==> src/rtl/bvs_pkg.sv <==
package bvs_pkg;

  typedef enum logic [2:0] {
    ST_LAUNCH   = 3'd0,
    ST_FETCH_SP = 3'd1,
    ST_FETCH_PC = 3'd2,
    ST_RUN      = 3'd3,
    ST_FAULT    = 3'd4
  } seq_state_e;

  // Words occupied by the table, rounded up to a power of two, never below 32.
  function automatic int unsigned table_words(input int unsigned entries);
    int unsigned w;
    w = 1;
    for (int i = 0; i < 31; i++) begin
      if (w < entries) w = w << 1;
    end
    if (w < 32) w = 32;
    return w;
  endfunction

  // log2 of the base alignment in bytes.
  function automatic int unsigned align_log2(input int unsigned entries);
    return $clog2(table_words(entries)) + 2;
  endfunction

endpackage

==> src/rtl/bvs_rst_sync.sv <==
module bvs_rst_sync #(
  parameter int STAGES = 2
) (
  input  logic clk,
  input  logic rst_n,
  output logic rst_sync_n
);

  logic [STAGES-1:0] sync_q;

  always_ff @(posedge clk or negedge rst_n) begin
    if (!rst_n) begin
      sync_q <= '0;
    end else begin
      sync_q <= {sync_q[STAGES-2:0], 1'b1};
    end
  end

  assign rst_sync_n = sync_q[STAGES-1];

endmodule

==> src/rtl/bvs_base_reg.sv <==
module bvs_base_reg #(
  parameter int WORD_W     = 32,
  parameter int ALIGN_LOG2 = 8
) (
  input  logic              clk,
  input  logic              rst_n,
  input  logic              wr_en_i,
  input  logic [WORD_W-1:0] wr_data_i,
  output logic [WORD_W-1:0] base_o
);

  localparam int HI_W = WORD_W - ALIGN_LOG2;

  // Only the bits above the alignment boundary are stored.
  logic [HI_W-1:0] hi_q;
  logic [HI_W-1:0] hi_d;
  logic            unused_low_bits;

  always_comb begin
    hi_d = hi_q;
    if (wr_en_i) hi_d = wr_data_i[WORD_W-1:ALIGN_LOG2];
  end

  always_ff @(posedge clk or negedge rst_n) begin
    if (!rst_n) begin
      hi_q <= '0;
    end else if (wr_en_i) begin
      hi_q <= hi_d;
    end
  end

  assign unused_low_bits = ^wr_data_i[ALIGN_LOG2-1:0];
  assign base_o          = {hi_q, {ALIGN_LOG2{1'b0}}};

endmodule

==> src/rtl/bvs_fsm.sv <==
module bvs_fsm
  import bvs_pkg::*;
(
  input  logic clk,
  input  logic rst_n,
  input  logic warm_boot_i,
  input  logic rvalid_i,
  input  logic vec_bit0_i,
  output logic launch_o,
  output logic sp_load_o,
  output logic pc_load_o,
  output logic start_set_o,
  output logic fault_set_o,
  output logic req_o,
  output logic hi_word_o
);

  seq_state_e state_q;
  seq_state_e state_d;

  always_comb begin
    state_d     = state_q;
    launch_o    = 1'b0;
    sp_load_o   = 1'b0;
    pc_load_o   = 1'b0;
    start_set_o = 1'b0;
    fault_set_o = 1'b0;
    unique case (state_q)
      ST_LAUNCH: begin
        launch_o = 1'b1;
        state_d  = ST_FETCH_SP;
      end
      ST_FETCH_SP: begin
        if (rvalid_i) begin
          sp_load_o = 1'b1;
          state_d   = ST_FETCH_PC;
        end
      end
      ST_FETCH_PC: begin
        if (rvalid_i) begin
          pc_load_o = 1'b1;
          if (vec_bit0_i) begin
            start_set_o = 1'b1;
            state_d     = ST_RUN;
          end else begin
            fault_set_o = 1'b1;
            state_d     = ST_FAULT;
          end
        end
      end
      ST_RUN, ST_FAULT: begin
        if (warm_boot_i) state_d = ST_LAUNCH;
      end
      default: state_d = ST_LAUNCH;
    endcase
  end

  always_ff @(posedge clk or negedge rst_n) begin
    if (!rst_n) begin
      state_q <= ST_LAUNCH;
    end else begin
      state_q <= state_d;
    end
  end

  assign req_o     = (state_q == ST_FETCH_SP) || (state_q == ST_FETCH_PC);
  assign hi_word_o = (state_q == ST_FETCH_PC);

endmodule

==> src/rtl/bvs_capture.sv <==
module bvs_capture #(
  parameter int WORD_W = 32
) (
  input  logic              clk,
  input  logic              rst_n,
  input  logic              launch_i,
  input  logic              sp_load_i,
  input  logic              pc_load_i,
  input  logic              start_set_i,
  input  logic              fault_set_i,
  input  logic [WORD_W-1:0] base_i,
  input  logic [WORD_W-1:0] rdata_i,
  output logic [WORD_W-1:0] seq_base_o,
  output logic [WORD_W-1:0] sp_o,
  output logic [WORD_W-1:0] pc_o,
  output logic [WORD_W-1:0] lr_o,
  output logic              isa_flag_o,
  output logic              start_o,
  output logic              fault_o
);

  localparam logic [WORD_W-1:0] LR_PRESET = '1;

  logic [WORD_W-1:0] seq_base_q, sp_q, pc_q, lr_q;
  logic              flag_q, start_q, fault_q;
  logic              fault_d;

  // Base latched per sequence: later writes cannot move an ongoing fetch.
  always_ff @(posedge clk or negedge rst_n) begin
    if (!rst_n) begin
      seq_base_q <= '0;
      lr_q       <= '0;
    end else if (launch_i) begin
      seq_base_q <= base_i;
      lr_q       <= LR_PRESET;
    end
  end

  always_ff @(posedge clk or negedge rst_n) begin
    if (!rst_n) begin
      sp_q <= '0;
    end else if (sp_load_i) begin
      sp_q <= rdata_i;
    end
  end

  always_ff @(posedge clk or negedge rst_n) begin
    if (!rst_n) begin
      pc_q   <= '0;
      flag_q <= 1'b0;
    end else if (pc_load_i) begin
      pc_q   <= {rdata_i[WORD_W-1:1], 1'b0};
      flag_q <= rdata_i[0];
    end
  end

  always_comb begin
    fault_d = fault_q;
    if (launch_i)    fault_d = 1'b0;
    if (fault_set_i) fault_d = 1'b1;
  end

  always_ff @(posedge clk or negedge rst_n) begin
    if (!rst_n) begin
      start_q <= 1'b0;
      fault_q <= 1'b0;
    end else begin
      start_q <= start_set_i;
      fault_q <= fault_d;
    end
  end

  assign seq_base_o = seq_base_q;
  assign sp_o       = sp_q;
  assign pc_o       = pc_q;
  assign lr_o       = lr_q;
  assign isa_flag_o = flag_q;
  assign start_o    = start_q;
  assign fault_o    = fault_q;

endmodule

==> src/rtl/boot_vec_seq.sv <==
module boot_vec_seq
  import bvs_pkg::*;
#(
  parameter int WORD_W      = 32,
  parameter int NUM_ENTRIES = 48,
  parameter int RST_STAGES  = 2
) (
  input  logic              clk,
  input  logic              rst_n,
  input  logic              warm_boot_i,
  input  logic              cfg_wr_en_i,
  input  logic [WORD_W-1:0] cfg_wr_data_i,
  output logic [WORD_W-1:0] cfg_rd_data_o,
  output logic              mem_req_o,
  output logic [WORD_W-1:0] mem_addr_o,
  input  logic              mem_rvalid_i,
  input  logic [WORD_W-1:0] mem_rdata_i,
  output logic              start_o,
  output logic [WORD_W-1:0] sp_o,
  output logic [WORD_W-1:0] pc_o,
  output logic [WORD_W-1:0] lr_o,
  output logic              isa_flag_o,
  output logic              fault_o
);

  localparam int                ALIGN_LOG2 = align_log2(NUM_ENTRIES);
  localparam logic [WORD_W-1:0] SECOND_OFS = WORD_W'(4);

  logic              rst_sync_n;
  logic              launch, sp_load, pc_load, start_set, fault_set;
  logic              hi_word;
  logic [WORD_W-1:0] base_cur;
  logic [WORD_W-1:0] seq_base;

  bvs_rst_sync #(.STAGES(RST_STAGES)) u_rst (
    .clk        (clk),
    .rst_n      (rst_n),
    .rst_sync_n (rst_sync_n)
  );

  bvs_base_reg #(.WORD_W(WORD_W), .ALIGN_LOG2(ALIGN_LOG2)) u_base (
    .clk       (clk),
    .rst_n     (rst_sync_n),
    .wr_en_i   (cfg_wr_en_i),
    .wr_data_i (cfg_wr_data_i),
    .base_o    (base_cur)
  );

  bvs_fsm u_fsm (
    .clk         (clk),
    .rst_n       (rst_sync_n),
    .warm_boot_i (warm_boot_i),
    .rvalid_i    (mem_rvalid_i),
    .vec_bit0_i  (mem_rdata_i[0]),
    .launch_o    (launch),
    .sp_load_o   (sp_load),
    .pc_load_o   (pc_load),
    .start_set_o (start_set),
    .fault_set_o (fault_set),
    .req_o       (mem_req_o),
    .hi_word_o   (hi_word)
  );

  bvs_capture #(.WORD_W(WORD_W)) u_cap (
    .clk         (clk),
    .rst_n       (rst_sync_n),
    .launch_i    (launch),
    .sp_load_i   (sp_load),
    .pc_load_i   (pc_load),
    .start_set_i (start_set),
    .fault_set_i (fault_set),
    .base_i      (base_cur),
    .rdata_i     (mem_rdata_i),
    .seq_base_o  (seq_base),
    .sp_o        (sp_o),
    .pc_o        (pc_o),
    .lr_o        (lr_o),
    .isa_flag_o  (isa_flag_o),
    .start_o     (start_o),
    .fault_o     (fault_o)
  );

  assign mem_addr_o    = hi_word ? (seq_base + SECOND_OFS) : seq_base;
  assign cfg_rd_data_o = base_cur;

endmodule

==> config.mk <==
export PLATFORM = sky130hd
export DESIGN_NAME = boot_vec_seq
export DESIGN_NICKNAME = d
export VERILOG_FILES = /design/src/rtl/bvs_pkg.sv /design/src/rtl/bvs_rst_sync.sv /design/src/rtl/bvs_base_reg.sv /design/src/rtl/bvs_fsm.sv /design/src/rtl/bvs_capture.sv /design/src/rtl/boot_vec_seq.sv
export SDC_FILE = /design/constraint.sdc
export NUM_CORES = 1
export LEC_CHECK = 0
export ABC_AREA = 1
export CAP_MARGIN = 30
export CORE_AREA = 2 2 120 122
export DETAILED_ROUTE_END_ITERATION = 8
export DIE_AREA = 0 0 122 124
export PLACE_DENSITY = 0.83
export REMOVE_ABC_BUFFERS = 1
export SLEW_MARGIN = 20
export SYNTH_ARGS = -nofsm -noshare
export SYNTH_HDL_FRONTEND = slang
export SYNTH_SLANG_ARGS = --single-unit
==> constraint.sdc <==
create_clock -name clk -period 3.7 [get_ports clk]
set_clock_uncertainty 0.2 [all_clocks]
set_input_delay 1.11 -clock clk [delete_from_list [all_inputs] [get_ports clk]]
set_output_delay 1.11 -clock clk [all_outputs]
set_load 0.02 [all_outputs]
==> flow_summary.toml <==
[outcome]
status = "finished, final reports clean"

[placement]
hpwl_um = 8170
portBuffers = 208
post-place-ws_ns = 0.588
gp_congestion = 0.793
place_area_um2 = 6910

[critical_path]
r2r_cells = 2
r2r-end = "u_cap.sp_o[11]"
r2r_slack_ns = 1.67
critPathRequiredTime_ns = 2.39
worstSetupPathType = "flop to primary output"
path_buf_inv = 1
crit_chain = "clkdlybuf4s50_1"
max_stage_delay_ns = 0.88
cp-start-kind = "flop"
cp-end-kind = "primary output"
cp_max_fo = 33
path_delay_family = "flip-flops"
reg2reg_from = "u_fsm.state_q[0]"
critPathSlowestCell = "dfrtp_1"
cp_data_arrival_time_ns = 2.05

[die]
die_w_um = 122
core_area_um2 = 13700
io_pins = 233
std_cell_rows = 43
die_h_um = 124
start_util_pct = 36.6
die-area_um2 = 15100

[timing]
relSlewSlack_pct = 43.9
fin_ws_ns = 0.340
max_freq_ghz = 0.298
finalSetupViolations = 0
grt_setup_unrepaired = "no"
min_period_ns = 3.36
finalCritPeriodShare_pct = 90.8
final_max_slew_viol_count = 0
finalHoldViolCount = 0
tightest_slew_ns = 0.841

[synth]
synth-seq-area-share_pct = 59.8
yosysTopAreaCell = "dfrtp_1"
yosys.area.top_type_share_pct = 59.8
synth_warnings = 0
ys_ff_latch = 120
synthTopCellsByArea = "dfrtp_1 (60%), nand2_1 (9.6%), buf_4 (7.2%)"
syn_area_um2 = 5020
synth_cells = 511
synth.avg_cell_area_um2 = 9.83
ys_types = 20

[power]
p_int_w = 0.00419
peakVddDrop_uv = 318
power_density_nw_per_um2 = 853
netSwitchingPower_w = 0.00225
clockPowerShare_pct = 27.5
switching_share_pct = 35.0
power_frac_seq_pct = 32.6
combPwrFrac_pct = 39.9
p_leak_nw = 3.55

[final_layout]
fin_area_um2 = 7550
mostFrequentLayoutCells = "clkdlybuf4s50_1 (208), nand2_1 (128), dfrtp_1 (119), o21ai_0 (69), inv_1 (61)"
drive_gt1_share_pct = 10.0
diodes = 0
final_common_cell = "clkdlybuf4s50_1"
area_growth_syn_to_layout_pct = 50.3
nets = 754

[clock_tree]
clkTransAtPathRegs_ns = 0.05
postCtsSetupBuffers = 0
cts_tree = "built"
cts_sinks = 120
hold_buffers = 0
htreeDepth = 4
worstSkewPairLatency_ns = 0.40
cts_buffers = 17
ctsResizeCount = 0
cts_max_path_buffers = 2
clock-root-buffer = "clkbuf_16"

[job]
cap_viol_max_count = 0

[detailed_routing]
drt_first_pass_iters = 4
drc_errors = 0
ant_nets = 0
wirelength_um = 11800
vias_per_cell = 4.33
vias = 3798
wl_per_cell_um = 13.4
drt_iter0_drc = 207

[grt]
first_global_vias = 3720
grt-ovfl-total = 0
track_usage_pct = 16.2
grt_pass1_wl_um = 18900
antenna_found_initial = 0
grt_max_degree = 66

[worst_hold_path]
hold_path_depth = 0
min-delay-start = "u_rst.sync_q[0]"
hold_class = "flop to flop"
holdPathEnd = "u_rst.sync_q[1]"
-- through the flow --
| stage | total power (W) | std cells | utilization [%] | setup TNS (ns) | hold slack [ns] |
|---|---|---|---|---|---|
| floorplan | 0.00341 | 455 | - | -66.81 | 0.131 |
| global route | 0.00684 | 878 | 55.0 | 0 | 0.165 |
| detailed placement | 0.00469 | 846 | 50.4 | 0 | 0.144 |
| global placement | 0.00463 | 846 | 50.4 | 0 | 0.137 |
| finish | 0.00644 | 878 | 55.0 | 0 | 0.153 |
| CTS | 0.00653 | 878 | 55.0 | 0 | 0.157 |
-- kinds of logic (layout without fill, tap and decap cells) --
| family | count (synthesis) | in the layout | share of synthesized area (%) |
|---|---|---|---|
| AND/OR/NAND/NOR | 141 | 141 | 11.4 |
| buffers and inverters | 135 | 307 | 15.1 |
| flip-flops | 120 | 120 | 59.8 |
| AO/OA/AOI/OAI | 113 | 113 | 13.6 |
| other | 2 | 17 | 0.149 |
-- power by group through the flow --
stage | registers (W) | logic (W) | clock network [W]
final | 0.00210 | 0.00257 | 0.00177
after global routing | 0.00216 | 0.00279 | 0.00189
after CTS | 0.00211 | 0.00260 | 0.00182
after detailed placement | 0.00211 | 0.00258 | 0
after global placement | 0.00209 | 0.00254 | 0
after floorplan | 0.00267 | 0.000738 | 0
-- synthesized netlist by cell type, drive strengths merged --
library cell / count
buf: 67
nand4: 2
nand3: 5
dfrtp: 120
o21ai: 112
nor2: 5
clkbuf: 4
o21a: 1
nand2: 129
inv: 64
conb: 2
-- flip-flops by register name, summed over array words and instances (netlist names) --
signal            cells
u_fsm.state_q         3
u_cap.sp_o           32
u_cap.start_o         1
u_cap.fault_o         1
u_cap.pc_o           31
u_cap.seq_base_o     24
u_cap.lr_o            1
u_base.hi_q          24
u_rst.sync_q          2
u_cap.isa_flag_o      1
-- how the worst max path moves through the flow --
stage / slack (ns) / to / cells after the start / from
floorplan: -1.72 / lr_o[0] / 0 / u_cap.lr_o[0]
global placement: 0.67 / u_cap.sp_o[8] / 3 / mem_rvalid_i
detailed placement: 0.59 / u_cap.sp_o[20] / 3 / mem_rvalid_i
CTS: 0.28 / lr_o[28] / 1 / u_cap.lr_o[0]
global route: 0.17 / lr_o[28] / 1 / u_cap.lr_o[0]
finish: 0.34 / lr_o[28] / 1 / u_cap.lr_o[0]
-- cell type report --
| class | instances | area (µm²) |
|---|---|---|
| fill | 1214 | 6170 |
| sequential | 120 | 3010 |
| timing repair buffer | 211 | 2120 |
| multi-input combinational | 271 | 1320 |
| clock buffer | 23 | 468 |
| inverter | 64 | 243 |
| tap | 180 | 225 |
| clock inverter | 9 | 170 |
-- metal layers --
layer / up-vias / part of all wire, % / GRT usage, %
met5: - / 0 / 0
li1: 1880 / - / -
met3: 15 / 10 / 6.55
met4: 0 / 1.4 / 6.68
met2: 159 / 47 / 25.9
met1: 1744 / 41 / 19.5
(Power assumes the default switching activity.)
